**config.mk**
```make
export PLATFORM = sky130hd
export DESIGN_NAME = chbuf_mgr
export DESIGN_NICKNAME = d
export VERILOG_FILES = /design/src/rtl/chbuf_pkg.sv /design/src/rtl/chbuf_ring.sv /design/src/rtl/chbuf_wr_route.sv /design/src/rtl/chbuf_rd_arb.sv /design/src/rtl/chbuf_mgr.sv
export SDC_FILE = /design/constraint.sdc
export NUM_CORES = 1
export LEC_CHECK = 0
export BUFFER_PORTS_ARGS = -buffer_cell sky130_fd_sc_hd__buf_2
export CAP_MARGIN = 20
export CORE_MARGIN = 8
export CORE_UTILIZATION = 40
export CTS_CLUSTER_SIZE = 14
export DETAILED_ROUTE_END_ITERATION = 8
export GPL_ROUTABILITY_DRIVEN = 0
export PLACE_DENSITY = 0.57
export RECOVER_POWER = 25
export SLEW_MARGIN = 20
export SYNTH_ARGS = -nofsm -noshare
export SYNTH_HDL_FRONTEND = slang
export SYNTH_SLANG_ARGS = --single-unit
```
**constraint.sdc**
```tcl
create_clock -name clk_i -period 15.2 [get_ports clk_i]
set_input_delay 0.76 -clock clk_i [delete_from_list [all_inputs] [get_ports clk_i]]
set_output_delay 0.76 -clock clk_i [all_outputs]
set_load 0.03 [all_outputs]
```
**src/rtl/chbuf_pkg.sv**
```systemverilog
package chbuf_pkg;
  localparam int unsigned NBUF  = 4;
  localparam int unsigned BID_W = 2;
  localparam int unsigned PG_SH = 8;  // 256-byte pages

  typedef enum logic [BID_W-1:0] {
    BUF_VES  = 2'd0,
    BUF_AES  = 2'd1,
    BUF_VHDR = 2'd2,
    BUF_AHDR = 2'd3
  } buf_id_e;

  typedef enum logic [1:0] {
    CF_START = 2'd0,
    CF_END   = 2'd1,
    CF_THR   = 2'd2
  } cfg_field_e;
endpackage

```
**src/rtl/chbuf_ring.sv**
```systemverilog
module chbuf_ring
  import chbuf_pkg::*;
#(
  parameter int unsigned ADDR_W = 16,
  parameter int unsigned IDX    = 0
) (
  input  logic              clk_i,
  input  logic              rst_ni,
  input  logic              cfg_we_i,
  input  cfg_field_e        cfg_field_i,
  input  logic [ADDR_W-1:0] cfg_data_i,
  input  logic              wr_en_i,
  input  logic              rd_en_i,
  output logic [ADDR_W-1:0] wr_addr_o,
  output logic [ADDR_W-1:0] rd_addr_o,
  output logic              full_o,
  output logic              empty_o,
  output logic              room_o
);
  localparam int unsigned PAGE_W = ADDR_W - PG_SH;
  localparam int unsigned QUART  = (2 ** PAGE_W) / NBUF;
  localparam logic [PAGE_W-1:0] DEF_START = PAGE_W'(IDX * QUART);
  localparam logic [PAGE_W-1:0] DEF_END   = PAGE_W'(IDX * QUART + QUART - 1);

  logic [PAGE_W-1:0] start_pg_q, end_pg_q;
  logic [ADDR_W-1:0] thr_q, wp_q, rp_q, fill_q;
  logic [ADDR_W-1:0] start_a, end_a, wp_nx, rp_nx;
  logic [ADDR_W:0]   size_w, free_w;
  logic              room_q;

  assign start_a = {start_pg_q, {PG_SH{1'b0}}};
  assign end_a   = {end_pg_q, {PG_SH{1'b1}}};
  assign size_w  = {1'b0, end_a} - {1'b0, start_a} + (ADDR_W+1)'(1);
  assign free_w  = size_w - (ADDR_W+1)'(1) - {1'b0, fill_q};
  assign wp_nx   = (wp_q == end_a) ? start_a : wp_q + ADDR_W'(1);
  assign rp_nx   = (rp_q == end_a) ? start_a : rp_q + ADDR_W'(1);

  assign full_o    = (wp_nx == rp_q);
  assign empty_o   = (wp_q == rp_q);
  assign wr_addr_o = wp_q;
  assign rd_addr_o = rp_q;
  assign room_o    = room_q;

  always_ff @(posedge clk_i or negedge rst_ni) begin
    if (!rst_ni) begin
      start_pg_q <= DEF_START;
      end_pg_q   <= DEF_END;
      thr_q      <= '0;
      wp_q       <= {DEF_START, {PG_SH{1'b0}}};
      rp_q       <= {DEF_START, {PG_SH{1'b0}}};
      fill_q     <= '0;
    end else if (cfg_we_i) begin
      unique case (cfg_field_i)
        CF_START: begin
          start_pg_q <= cfg_data_i[PAGE_W-1:0];
          wp_q       <= {cfg_data_i[PAGE_W-1:0], {PG_SH{1'b0}}};
          rp_q       <= {cfg_data_i[PAGE_W-1:0], {PG_SH{1'b0}}};
          fill_q     <= '0;
        end
        CF_END: begin
          end_pg_q <= cfg_data_i[PAGE_W-1:0];
          wp_q     <= start_a;
          rp_q     <= start_a;
          fill_q   <= '0;
        end
        CF_THR:  thr_q <= cfg_data_i;
        default: ;
      endcase
    end else begin
      if (wr_en_i) wp_q <= wp_nx;
      if (rd_en_i) rp_q <= rp_nx;
      if (wr_en_i && !rd_en_i) fill_q <= fill_q + ADDR_W'(1);
      else if (!wr_en_i && rd_en_i) fill_q <= fill_q - ADDR_W'(1);
    end
  end

  // hysteresis: equal keeps state
  always_ff @(posedge clk_i or negedge rst_ni) begin
    if (!rst_ni) room_q <= 1'b1;
    else if (free_w < {1'b0, thr_q}) room_q <= 1'b0;
    else if (free_w > {1'b0, thr_q}) room_q <= 1'b1;
  end

  assert_no_write_full_R6 : assert property (@(posedge clk_i) disable iff (!rst_ni)
    full_o |-> !wr_en_i);
  assert_no_read_empty_R7 : assert property (@(posedge clk_i) disable iff (!rst_ni)
    empty_o |-> !rd_en_i);
  assert_wr_wrap_R5 : assert property (@(posedge clk_i) disable iff (!rst_ni)
    (wr_en_i && !cfg_we_i && wp_q == end_a) |=> (wp_q == start_a));
  assert_rd_wrap_R5 : assert property (@(posedge clk_i) disable iff (!rst_ni)
    (rd_en_i && !cfg_we_i && rp_q == end_a) |=> (rp_q == start_a));
  assert_fill_bound_R6 : assert property (@(posedge clk_i) disable iff (!rst_ni)
    ({1'b0, fill_q} < size_w));
endmodule

```
**src/rtl/chbuf_wr_route.sv**
```systemverilog
module chbuf_wr_route
  import chbuf_pkg::*;
#(
  parameter int unsigned DATA_W = 8
) (
  input  logic              sys_mode_i,
  input  logic              hold_i,
  input  logic              vid_valid_i,
  input  logic              vid_hdr_i,
  input  logic [DATA_W-1:0] vid_data_i,
  input  logic              vid_req_i,
  input  logic              aud_valid_i,
  input  logic              aud_hdr_i,
  input  logic [DATA_W-1:0] aud_data_i,
  input  logic              aud_req_i,
  input  logic [NBUF-1:0]   full_i,
  output logic              vid_acc_o,
  output logic              aud_acc_o,
  output logic [NBUF-1:0]   wr_en_o,
  output buf_id_e           sel_o,
  output logic [DATA_W-1:0] data_o
);
  buf_id_e vid_tgt, aud_tgt;

  always_comb begin
    if (!vid_hdr_i)      vid_tgt = BUF_VES;
    else if (sys_mode_i) vid_tgt = BUF_AHDR;
    else                 vid_tgt = BUF_VHDR;
    aud_tgt = aud_hdr_i ? BUF_AHDR : BUF_AES;
  end

  assign vid_acc_o = vid_valid_i && vid_req_i && !hold_i && !full_i[vid_tgt];
  assign aud_acc_o = aud_valid_i && aud_req_i && !hold_i && !full_i[aud_tgt] && !vid_acc_o;

  always_comb begin
    wr_en_o = '0;
    if (vid_acc_o)      wr_en_o[vid_tgt] = 1'b1;
    else if (aud_acc_o) wr_en_o[aud_tgt] = 1'b1;
    sel_o  = vid_acc_o ? vid_tgt : aud_tgt;
    data_o = vid_acc_o ? vid_data_i : aud_data_i;
  end
endmodule

```
**src/rtl/chbuf_rd_arb.sv**
```systemverilog
module chbuf_rd_arb
  import chbuf_pkg::*;
(
  input  logic            clk_i,
  input  logic            rst_ni,
  input  logic            block_i,
  input  logic [NBUF-1:0] req_i,
  input  logic [NBUF-1:0] empty_i,
  output logic [NBUF-1:0] gnt_o,
  output buf_id_e         sel_o
);
  buf_id_e last_q;

  always_comb begin
    logic found;
    logic [BID_W-1:0] cand;
    found = 1'b0;
    gnt_o = '0;
    sel_o = last_q;
    for (int off = 1; off <= NBUF; off++) begin
      cand = BID_W'(int'(last_q) + off);
      if (!found && !block_i && req_i[cand] && !empty_i[cand]) begin
        found       = 1'b1;
        gnt_o[cand] = 1'b1;
        sel_o       = buf_id_e'(cand);
      end
    end
  end

  always_ff @(posedge clk_i or negedge rst_ni) begin
    if (!rst_ni)     last_q <= buf_id_e'(NBUF - 1);
    else if (|gnt_o) last_q <= sel_o;
  end

  assert_gnt_onehot_R11 : assert property (@(posedge clk_i) disable iff (!rst_ni)
    $onehot0(gnt_o));
  assert_gnt_requested_R8 : assert property (@(posedge clk_i) disable iff (!rst_ni)
    ((gnt_o & ~req_i) == '0));
endmodule

```
**src/rtl/chbuf_mgr.sv**
```systemverilog
module chbuf_mgr
  import chbuf_pkg::*;
#(
  parameter int unsigned ADDR_W = 16,
  parameter int unsigned DATA_W = 8
) (
  input  logic              clk_i,
  input  logic              rst_ni,
  input  logic              sys_mode_i,
  input  logic              cfg_we_i,
  input  logic [BID_W-1:0]  cfg_buf_i,
  input  logic [1:0]        cfg_field_i,
  input  logic [ADDR_W-1:0] cfg_data_i,
  input  logic              vid_valid_i,
  input  logic              vid_hdr_i,
  input  logic [DATA_W-1:0] vid_data_i,
  output logic              vid_req_o,
  output logic              vid_acc_o,
  input  logic              aud_valid_i,
  input  logic              aud_hdr_i,
  input  logic [DATA_W-1:0] aud_data_i,
  output logic              aud_req_o,
  output logic              aud_acc_o,
  input  logic [NBUF-1:0]   rd_req_i,
  output logic [NBUF-1:0]   rd_gnt_o,
  output logic              mem_we_o,
  output logic              mem_re_o,
  output logic [ADDR_W-1:0] mem_addr_o,
  output logic [DATA_W-1:0] mem_wdata_o
);
  logic [NBUF-1:0]   full, empty, room, wr_en;
  logic [ADDR_W-1:0] wa [NBUF];
  logic [ADDR_W-1:0] ra [NBUF];
  buf_id_e           wsel, rsel;

  for (genvar g = 0; g < NBUF; g++) begin : g_ring
    chbuf_ring #(.ADDR_W(ADDR_W), .IDX(g)) u_ring (
      .clk_i      (clk_i),
      .rst_ni     (rst_ni),
      .cfg_we_i   (cfg_we_i && (cfg_buf_i == BID_W'(g))),
      .cfg_field_i(cfg_field_e'(cfg_field_i)),
      .cfg_data_i (cfg_data_i),
      .wr_en_i    (wr_en[g]),
      .rd_en_i    (rd_gnt_o[g]),
      .wr_addr_o  (wa[g]),
      .rd_addr_o  (ra[g]),
      .full_o     (full[g]),
      .empty_o    (empty[g]),
      .room_o     (room[g])
    );
  end

  assign vid_req_o = room[BUF_VES] && (sys_mode_i ? room[BUF_AHDR] : room[BUF_VHDR]);
  assign aud_req_o = room[BUF_AES] && room[BUF_AHDR];

  chbuf_wr_route #(.DATA_W(DATA_W)) u_route (
    .sys_mode_i (sys_mode_i),
    .hold_i     (cfg_we_i),
    .vid_valid_i(vid_valid_i),
    .vid_hdr_i  (vid_hdr_i),
    .vid_data_i (vid_data_i),
    .vid_req_i  (vid_req_o),
    .aud_valid_i(aud_valid_i),
    .aud_hdr_i  (aud_hdr_i),
    .aud_data_i (aud_data_i),
    .aud_req_i  (aud_req_o),
    .full_i     (full),
    .vid_acc_o  (vid_acc_o),
    .aud_acc_o  (aud_acc_o),
    .wr_en_o    (wr_en),
    .sel_o      (wsel),
    .data_o     (mem_wdata_o)
  );

  chbuf_rd_arb u_rd_arb (
    .clk_i  (clk_i),
    .rst_ni (rst_ni),
    .block_i(mem_we_o || cfg_we_i),
    .req_i  (rd_req_i),
    .empty_i(empty),
    .gnt_o  (rd_gnt_o),
    .sel_o  (rsel)
  );

  assign mem_we_o   = |wr_en;
  assign mem_re_o   = |rd_gnt_o;
  assign mem_addr_o = mem_we_o ? wa[wsel] : ra[rsel];

  assert_one_op_R12 : assert property (@(posedge clk_i) disable iff (!rst_ni)
    !(mem_we_o && mem_re_o));
  assert_vid_first_R11 : assert property (@(posedge clk_i) disable iff (!rst_ni)
    !(vid_acc_o && aud_acc_o));
  assert_vid_req_gate_R10 : assert property (@(posedge clk_i) disable iff (!rst_ni)
    vid_acc_o |-> vid_req_o);
  assert_aud_req_gate_R10 : assert property (@(posedge clk_i) disable iff (!rst_ni)
    aud_acc_o |-> aud_req_o);
  assert_cfg_hold_R9 : assert property (@(posedge clk_i) disable iff (!rst_ni)
    cfg_we_i |-> !(mem_we_o || mem_re_o));
endmodule

```
==> impl_metrics.env, run 1 <==
export IMPL_status="complete, but fails checks"
export IMPL_violations="capacitance limit, slew limit"
export IMPL_post_route_period_util_pct=52.38
export IMPL_slew_viol_final=195
export IMPL_core_area_sq_um=72460
export IMPL_netlist_area_sq_um=29080
export IMPL_synthCells=3360
export IMPL_fill_cells=7247
export IMPL_synthFlopType="dfrtp_1"
export IMPL_ys_seq_area_share_pct=28.26
export IMPL_cts_buffers=42
export IMPL_drt_initial_drc_count=2296
export IMPL_yosys_warnings=0
export IMPL_synth_top_family_by_area="compound AO/OA/AOI/OAI gates"
export IMPL_worst_setup_path_start_kind="flop"
export IMPL_grt_overflow=0
export IMPL_ioPinCount=82
export IMPL_area_delta_synth_final_pct=8.168
export IMPL_die_h_um=285.6
export IMPL_finalClockSkew_ns=0.01631
export IMPL_viasPerCell=5.924
export IMPL_die_area_sq_um=81570
export IMPL_cts_tree="built"
export IMPL_cts_setup_buffers=0
export IMPL_finalSetupTns_ns=0
export IMPL_ys_seq_elements=326
export IMPL_portBuffers=81
export IMPL_r2r_slack_ns=7.24
export IMPL_htree_levels=2
export IMPL_drive_gt1_share_pct=10.41
export IMPL_max_freq_ghz=0.1256
export IMPL_grt_pass1_vias=24220
export IMPL_post_dp_hpwl_um=71750
export IMPL_clock_sinks=326
export IMPL_routed_via_count=25440
export IMPL_min_path_type="flop to flop"
export IMPL_worstSkewPairLatency_ns=0.58
export IMPL_ir_worst_vdd_mv=0.1466
export IMPL_holdWs_ns=0.5027
export IMPL_startpoint="g_ring[2].u_ring.wr_addr_o[0]"
export IMPL_cts_buffer_depth=3
export IMPL_nNetsFinal=3648
export IMPL_arrival_ns=8.41
export IMPL_ys_types=103
export IMPL_rsz0062_at_grt="false"
export IMPL_synth_nets=3709
export IMPL_synthAdderAreaFrac_pct=13.96
export IMPL_grt_usage_pct=23.07
export IMPL_grt_pass1_wl_um=149000
export IMPL_avgSynthCellArea_sq_um=8.653
export IMPL_power_density_nw_per_um2=243.2
export IMPL_crit_fanout=17
export IMPL_final_util_pct=43.40
export IMPL_cts_hold_buf=0
export IMPL_synth_compound_area_share_pct=19.30
export IMPL_wl_per_cell_um=22.58
export IMPL_cts_resized=0
export IMPL_p_total_uw=7649
export IMPL_synth_edf_count=0
export IMPL_wl_um=96980
export IMPL_drc=0
export IMPL_synthMuxAreaShare_pct=6.012
export IMPL_synthSimpleGateAreaFrac_pct=16.96
export IMPL_setup_viol=0
export IMPL_endpoint_kind="flop"
export IMPL_ant_nets=0
export IMPL_synth_xor_area_share_pct=9.007
export IMPL_cts_root_buf="clkbuf_16"
export IMPL_leakage_uw=0.01393
export IMPL_dr_pass1_iters=7
export IMPL_tightest_slew_ns=3.740
export IMPL_grt_max_degree=71
export IMPL_slew_headroom_pct=-149.4
export IMPL_r2r_start="g_ring[2].u_ring.wr_addr_o[0]"
export IMPL_std_cell_rows=99
export IMPL_path_clk_slew_ns=0.06
export IMPL_finalHoldViolCount=0
export IMPL_start_util_pct=40.12
export IMPL_die_w_um=285.6
export IMPL_crit_reg2reg_capture="g_ring[1].u_ring.fill_q[14]"
export IMPL_path_class="flop to flop"
export IMPL_async_reset_ff_share_pct=100.0
export IMPL_post_route_min_period_ns=7.962
export IMPL_antenna_found_initial=4
export IMPL_cap_violations=3
export IMPL_cp_required_ns=15.65
export IMPL_reg2reg_depth=27
export IMPL_worstSetupEndpoint="g_ring[1].u_ring.fill_q[14]"
sequential cells by signal (all words and copies together), names as in the netlist:
signal and flops:
g_ring.u_ring.end_pg_q 32, g_ring.u_ring.thr_q 64, g_ring.u_ring.fill_q 64, g_ring.u_ring.wr_addr_o 64, g_ring.u_ring.start_pg_q 32, g_ring.u_ring.rd_addr_o 64, g_ring.u_ring.room_o 4, u_rd_arb.last_q 2
placed cells by master (no fill, tap or decap), types with 15 or more instances in the layout:
cell type  count
o21a_1        26
a21o_1        73
o21ai_1       22
and3_1        48
nor3_1        57
xor2_1       165
mux2_2        70
nand4_1       46
nand3_1       91
nor3b_1       19
dfstp_2       46
a22o_1        21
a21oi_1      154
fa_1          39
buf_2         80
a221oi_1      33
dfrtp_1      280
nor4_1        45
o31ai_1       24
o211ai_1      24
o221ai_1      19
nor2_1       175
mux2i_1       90
nand2b_1      28
nor2b_1       23
nand2_1      297
o21ai_0      270
inv_1        248
o22a_1        17
and4_1        15
xnor2_1      125
o22ai_1       15
clkbuf_1      15
or3_1         19
ha_1         262
buf_4         19
o21bai_1      18
clkbuf_16     45
a211oi_1      38
where the power goes:
group          total [uW]  switching [uW]  internal (uW)
Clock                1110             419            691
Sequential           1780             610           1170
Combinational        4760            2640           2120
metrics by stage:
step / worst slack (ns) / std cells / area [sq um]
after global routing: 6.706 / 4292 / 31440
final: 7.238 / 4295 / 31450
after detailed placement: 7.419 / 4214 / 29930
after CTS: 7.365 / 4292 / 31450
after global placement: 7.544 / 4214 / 29930
after floorplan: 8.764 / 3360 / 29080
cells by family (layout without fill, tap and decap cells):
family / count (synthesis) / in the layout
buffers and inverters: 458 / 431
multiplexers: 163 / 163
AO/OA/AOI/OAI: 865 / 865
other: 0 / 3
AND/OR/NAND/NOR: 953 / 953
XOR/XNOR: 294 / 294
adder cells (fa/ha/maj): 301 / 301
flip-flops: 326 / 326
synthesized netlist by cell type, types with 48 or more instances:
master    instances  area share (%)
mux2_2           70             2.7
nor3_1           57            0.98
xor2_1          165             5.0
mux2i_1          90             3.1
nand3_1          91             1.6
a21oi_1         154             2.7
xnor2_1         125             3.8
a21o_1           73             1.9
clkbuf_1        123             1.6
ha_1            262              11
dfrtp_1         280              24
nand2_1         297             3.8
nor2_1          180             2.3
inv_1           248             3.2
o21ai_0         270             4.6
buf_2            57            0.98
and3_1           48             1.0
worst max-delay path, cell delays in order, from the launching register on:
cell	delay (ns)
dfrtp_1	0.56
ha_1	0.33
nand3_2	0.18
nor2_1	0.42
nand3_4	0.31
mux2i_1	0.22
a221o_1	0.37
nor4b_1	0.56
a22oi_1	0.25
nand3_4	0.29
inv_4	0.14
or3_1	0.56
inv_1	0.14
ha_1	0.38
inv_1	0.37
ha_1	0.43
nor2b_1	0.14
a221oi_1	0.38
o21ai_0	0.22
a21o_1	0.22
a21oi_1	0.24
o21bai_1	0.09
a21o_1	0.20
a21o_1	0.17
a21o_1	0.19
a21oi_1	0.21
or4b_2	0.16
nand3_1	0.06
worst min path at each step:
stage / from / end / slack [ns] / cells past startpoint
detailed placement: g_ring[0].u_ring.thr_q[14] / g_ring[0].u_ring.thr_q[14] / 0.49 / 1
CTS: rst_ni / g_ring[1].u_ring.thr_q[4] / 0.12 / 1
global route: g_ring[0].u_ring.thr_q[2] / g_ring[0].u_ring.thr_q[2] / 0.52 / 1
finish: g_ring[0].u_ring.thr_q[8] / g_ring[0].u_ring.thr_q[8] / 0.50 / 1
global placement: g_ring[0].u_ring.thr_q[10] / g_ring[0].u_ring.thr_q[10] / 0.49 / 1
floorplan: rst_ni / g_ring[0].u_ring.end_pg_q[6] / 0.46 / 0
area by class of cell:
type	instances	area [sq um]	share of cell area, %
clock buffers	67	1309	4.161
flip-flops and latches	326	8215	26.12
multi-input cells	2576	19010	60.45
repair buffers	102	554.3	1.762
well taps	959	1200	3.815
clock inverters	11	207.7	0.6604
diodes	3	7.507	0.02387
inverters	251	945.9	3.008
layer usage:
layer  global-route usage [%]  vias up  part of all wire (%)
li1                         -    11930                     -
met1                    33.24    12120                    45
met2                    33.14     1157                    41
met3                    4.768      236                   9.4
met4                    9.809        0                   4.5
met5                        0        -                     0
No activity file was read; power rests on OpenSTA's default activity.
==> inputs of run 2 (changes only) <==
--- a/config.mk
+++ b/config.mk
@@ -12,7 +12,7 @@
 export CTS_CLUSTER_SIZE = 14
 export DETAILED_ROUTE_END_ITERATION = 8
 export GPL_ROUTABILITY_DRIVEN = 0
-export PLACE_DENSITY = 0.57
+export PLACE_DENSITY = 0.59
 export RECOVER_POWER = 25
 export SLEW_MARGIN = 20
 export SYNTH_ARGS = -nofsm -noshare
==> constraint.sdc (replaced) <==
create_clock -name clk_i -period 6.5 [get_ports clk_i]
set_input_delay 0.325 -clock clk_i [delete_from_list [all_inputs] [get_ports clk_i]]
set_output_delay 0.325 -clock clk_i [all_outputs]
set_load 0.03 [all_outputs]
==> run 2 against run 1 <==
  * The run still ends with capacitance limit, slew limit left
  * Sequential power is 100% higher
  * Wire length rose by 4.0%
  * Power rose by 150%
  * Sequential cell count unchanged
  * Clock power up 130%
  * Hold slack got worse by 0.38 ns
  * Clock-buffer cell count shrank 8
  * Fmax up 27%
  * Via count increased by 3.7%
  * Utilization grew 2.6 points
  * Die area unchanged
  * Critical path depth is 1 lower
==> impl_metrics.env, run 2 (synthesis results as in run 1) <==
export IMPL_cts_buffer_depth=3
export IMPL_finalHoldViolCount=0
export IMPL_finalClockSkew_ns=0.02524
export IMPL_setup_viol=0
export IMPL_core_area_sq_um=72460
export IMPL_power_density_nw_per_um2=562.4
export IMPL_grt_pass1_wl_um=153700
export IMPL_fin_cells=4482
export IMPL_post_route_min_period_ns=6.269
export IMPL_die_h_um=285.6
export IMPL_crit_fanout=7
export IMPL_die_w_um=285.6
export IMPL_setup_ws_ns=0.2306
export IMPL_routed_via_count=26390
export IMPL_p_sw_share_pct=47.46
export IMPL_cts_root_buf="clkbuf_16"
export IMPL_cts_buffers=42
export IMPL_viasPerCell=5.887
export IMPL_path_class="flop to flop"
export IMPL_fill_cells=7146
export IMPL_cp_required_ns=7.02
export IMPL_std_cell_rows=99
export IMPL_ioPinCount=82
export IMPL_clock_sinks=326
export IMPL_wl_um=100900
export IMPL_portBuffers=81
export IMPL_grt_pass1_vias=25280
export IMPL_cpMaxStageDelayCell="or4b_2"
export IMPL_die_area_sq_um=81570
export IMPL_slew_viol_final=123
export IMPL_max_freq_ghz=0.1595
export IMPL_drt_initial_drc_count=2438
export IMPL_violations="capacitance limit, slew limit"
export IMPL_place_inst=4368
export IMPL_p_int_uw=9856
export IMPL_endpoint_kind="flop"
export IMPL_multiInputGateArea_sq_um=19450
export IMPL_post_dp_hpwl_um=75630
export IMPL_arrival_ns=6.79
export IMPL_grt_overflow=0
export IMPL_sequentialPowerShare_pct=19.4
export IMPL_p_switching_uw=8903
export IMPL_ir_worst_vdd_mv=0.3687
export IMPL_clkPwrFrac_pct=13.8
export IMPL_dr_pass1_iters=6
export IMPL_cts_tree="built"
export IMPL_wl_per_cell_um=22.51
export IMPL_worstSkewPairLatency_ns=0.60
export IMPL_start_util_pct=40.12
export IMPL_worst_setup_path_start_kind="flop"
export IMPL_nNetsFinal=3837
export IMPL_path_clk_slew_ns=0.06
export IMPL_area_delta_synth_final_pct=14.73
export IMPL_cap_violations=2
export IMPL_ff_latch_area_sq_um=8248
export IMPL_tightest_slew_ns=3.512
export IMPL_htree_levels=2
export IMPL_grt_max_degree=161
export IMPL_min_path_type="input pin to flop"
export IMPL_dp_slack_ns=-0.2179
export IMPL_status="complete, but fails checks"
export IMPL_drive_gt1_share_pct=17.69
export IMPL_leakage_uw=0.01499
export IMPL_final_common_cell="nand2_1"
export IMPL_antenna_found_initial=3
export IMPL_combPwrFrac_pct=66.8
export IMPL_ant_nets=0
export IMPL_final_cell_mix="297 x nand2_1, 268 x o21ai_0, 256 x ha_1"
export IMPL_slew_headroom_pct=-134.1
export IMPL_cp_slowest_stage_delay_ns=0.63
export IMPL_post_route_period_util_pct=96.45
export IMPL_grt_usage_pct=23.87
export IMPL_drc=0
export IMPL_critPathMostFrequentCell="a21o_1"
## run 2: critical path: cells and delay by family, from the launching register on
family                   cells  cell delay, ns
AND/OR/NAND/NOR              7            2.02
adder cells (fa/ha/maj)      2            0.60
AO/OA/AOI/OAI               14            2.36
buffers and inverters        2            0.29
flip-flops                   1            0.59
XOR/XNOR                     1            0.32
## run 2: area by class of cell
class | instances | area share (%)
Timing Repair Buffer | 291 | 6.001
Clock inverter | 19 | 0.9602
Inverter | 251 | 2.836
Multi-Input combinational cell | 2576 | 58.32
Clock buffer | 59 | 3.552
Sequential cell | 326 | 24.73
Tap cell | 959 | 3.597
Antenna cell | 1 | 0.007502
## run 2: what timing repair did
action | 4_1_cts | 5_1_grt
cloned | 0 | 0
pin swaps | 0 | 22
hold buffers | 1 | 0
gates resized for setup | 6 | 112
endpoints found under the setup margin | 9 | 19
endpoints found under the hold margin | 52 | 0
setup buffers | 1 | 32
## run 2: path summary, 6_finish.rpt
kind                                               from                              to  slack [ns]  depth (start not counted)
setup reg to reg           g_ring[2].u_ring.end_pg_q[5]     g_ring[3].u_ring.fill_q[14]        0.23                         26
hold / removal                           cfg_data_i[15]      g_ring[1].u_ring.thr_q[15]        0.12                          3
max in group asynchronous                        rst_ni      g_ring[1].u_ring.thr_q[10]        2.06                          3
hold reg to reg               g_ring[0].u_ring.thr_q[7]       g_ring[0].u_ring.thr_q[7]        0.50                          1
setup / recovery           g_ring[2].u_ring.end_pg_q[5]     g_ring[3].u_ring.fill_q[14]        0.23                         26
min in group asynchronous                        rst_ni  g_ring[2].u_ring.rd_addr_o[14]        1.50                          2
## run 2: metal layers
layer / part of all wire, % / up-vias / global-route usage, % / wire, um
li1: - / 12290 / - / -
met1: 43 / 12550 / 32.75 / 43790
met2: 42 / 1246 / 35.67 / 42570
met3: 8.4 / 296 / 4.641 / 8509
met4: 5.9 / 2 / 11.88 / 5987
met5: 0.012 / - / 0 / 12
## run 2: metrics by stage
stage | hold slack (ns) | setup TNS (ns) | utilization (%) | area, sq um | power [uW]
floorplan | 0.02941 | 0 | - | 29080 | 12410
global placement | 0.3159 | -0.3739 | 42.93 | 31110 | 15640
detailed placement | 0.3071 | -0.6500 | 42.93 | 31110 | 15680
CTS | 0.09510 | 0 | 45.07 | 32660 | 18430
global route | 0.09267 | -0.2645 | 46.03 | 33360 | 20400
finish | 0.1239 | 0 | 46.03 | 33360 | 18760
## run 2: power by group through the flow
stage | Sequential, uW | Clock, uW | Combinational, uW
global route | 3710 | 2710 | 14000
global placement | 3620 | 0 | 12000
detailed placement | 3630 | 0 | 12100
CTS | 3600 | 2640 | 12200
floorplan | 3130 | 0 | 9280
finish | 3640 | 2590 | 12500
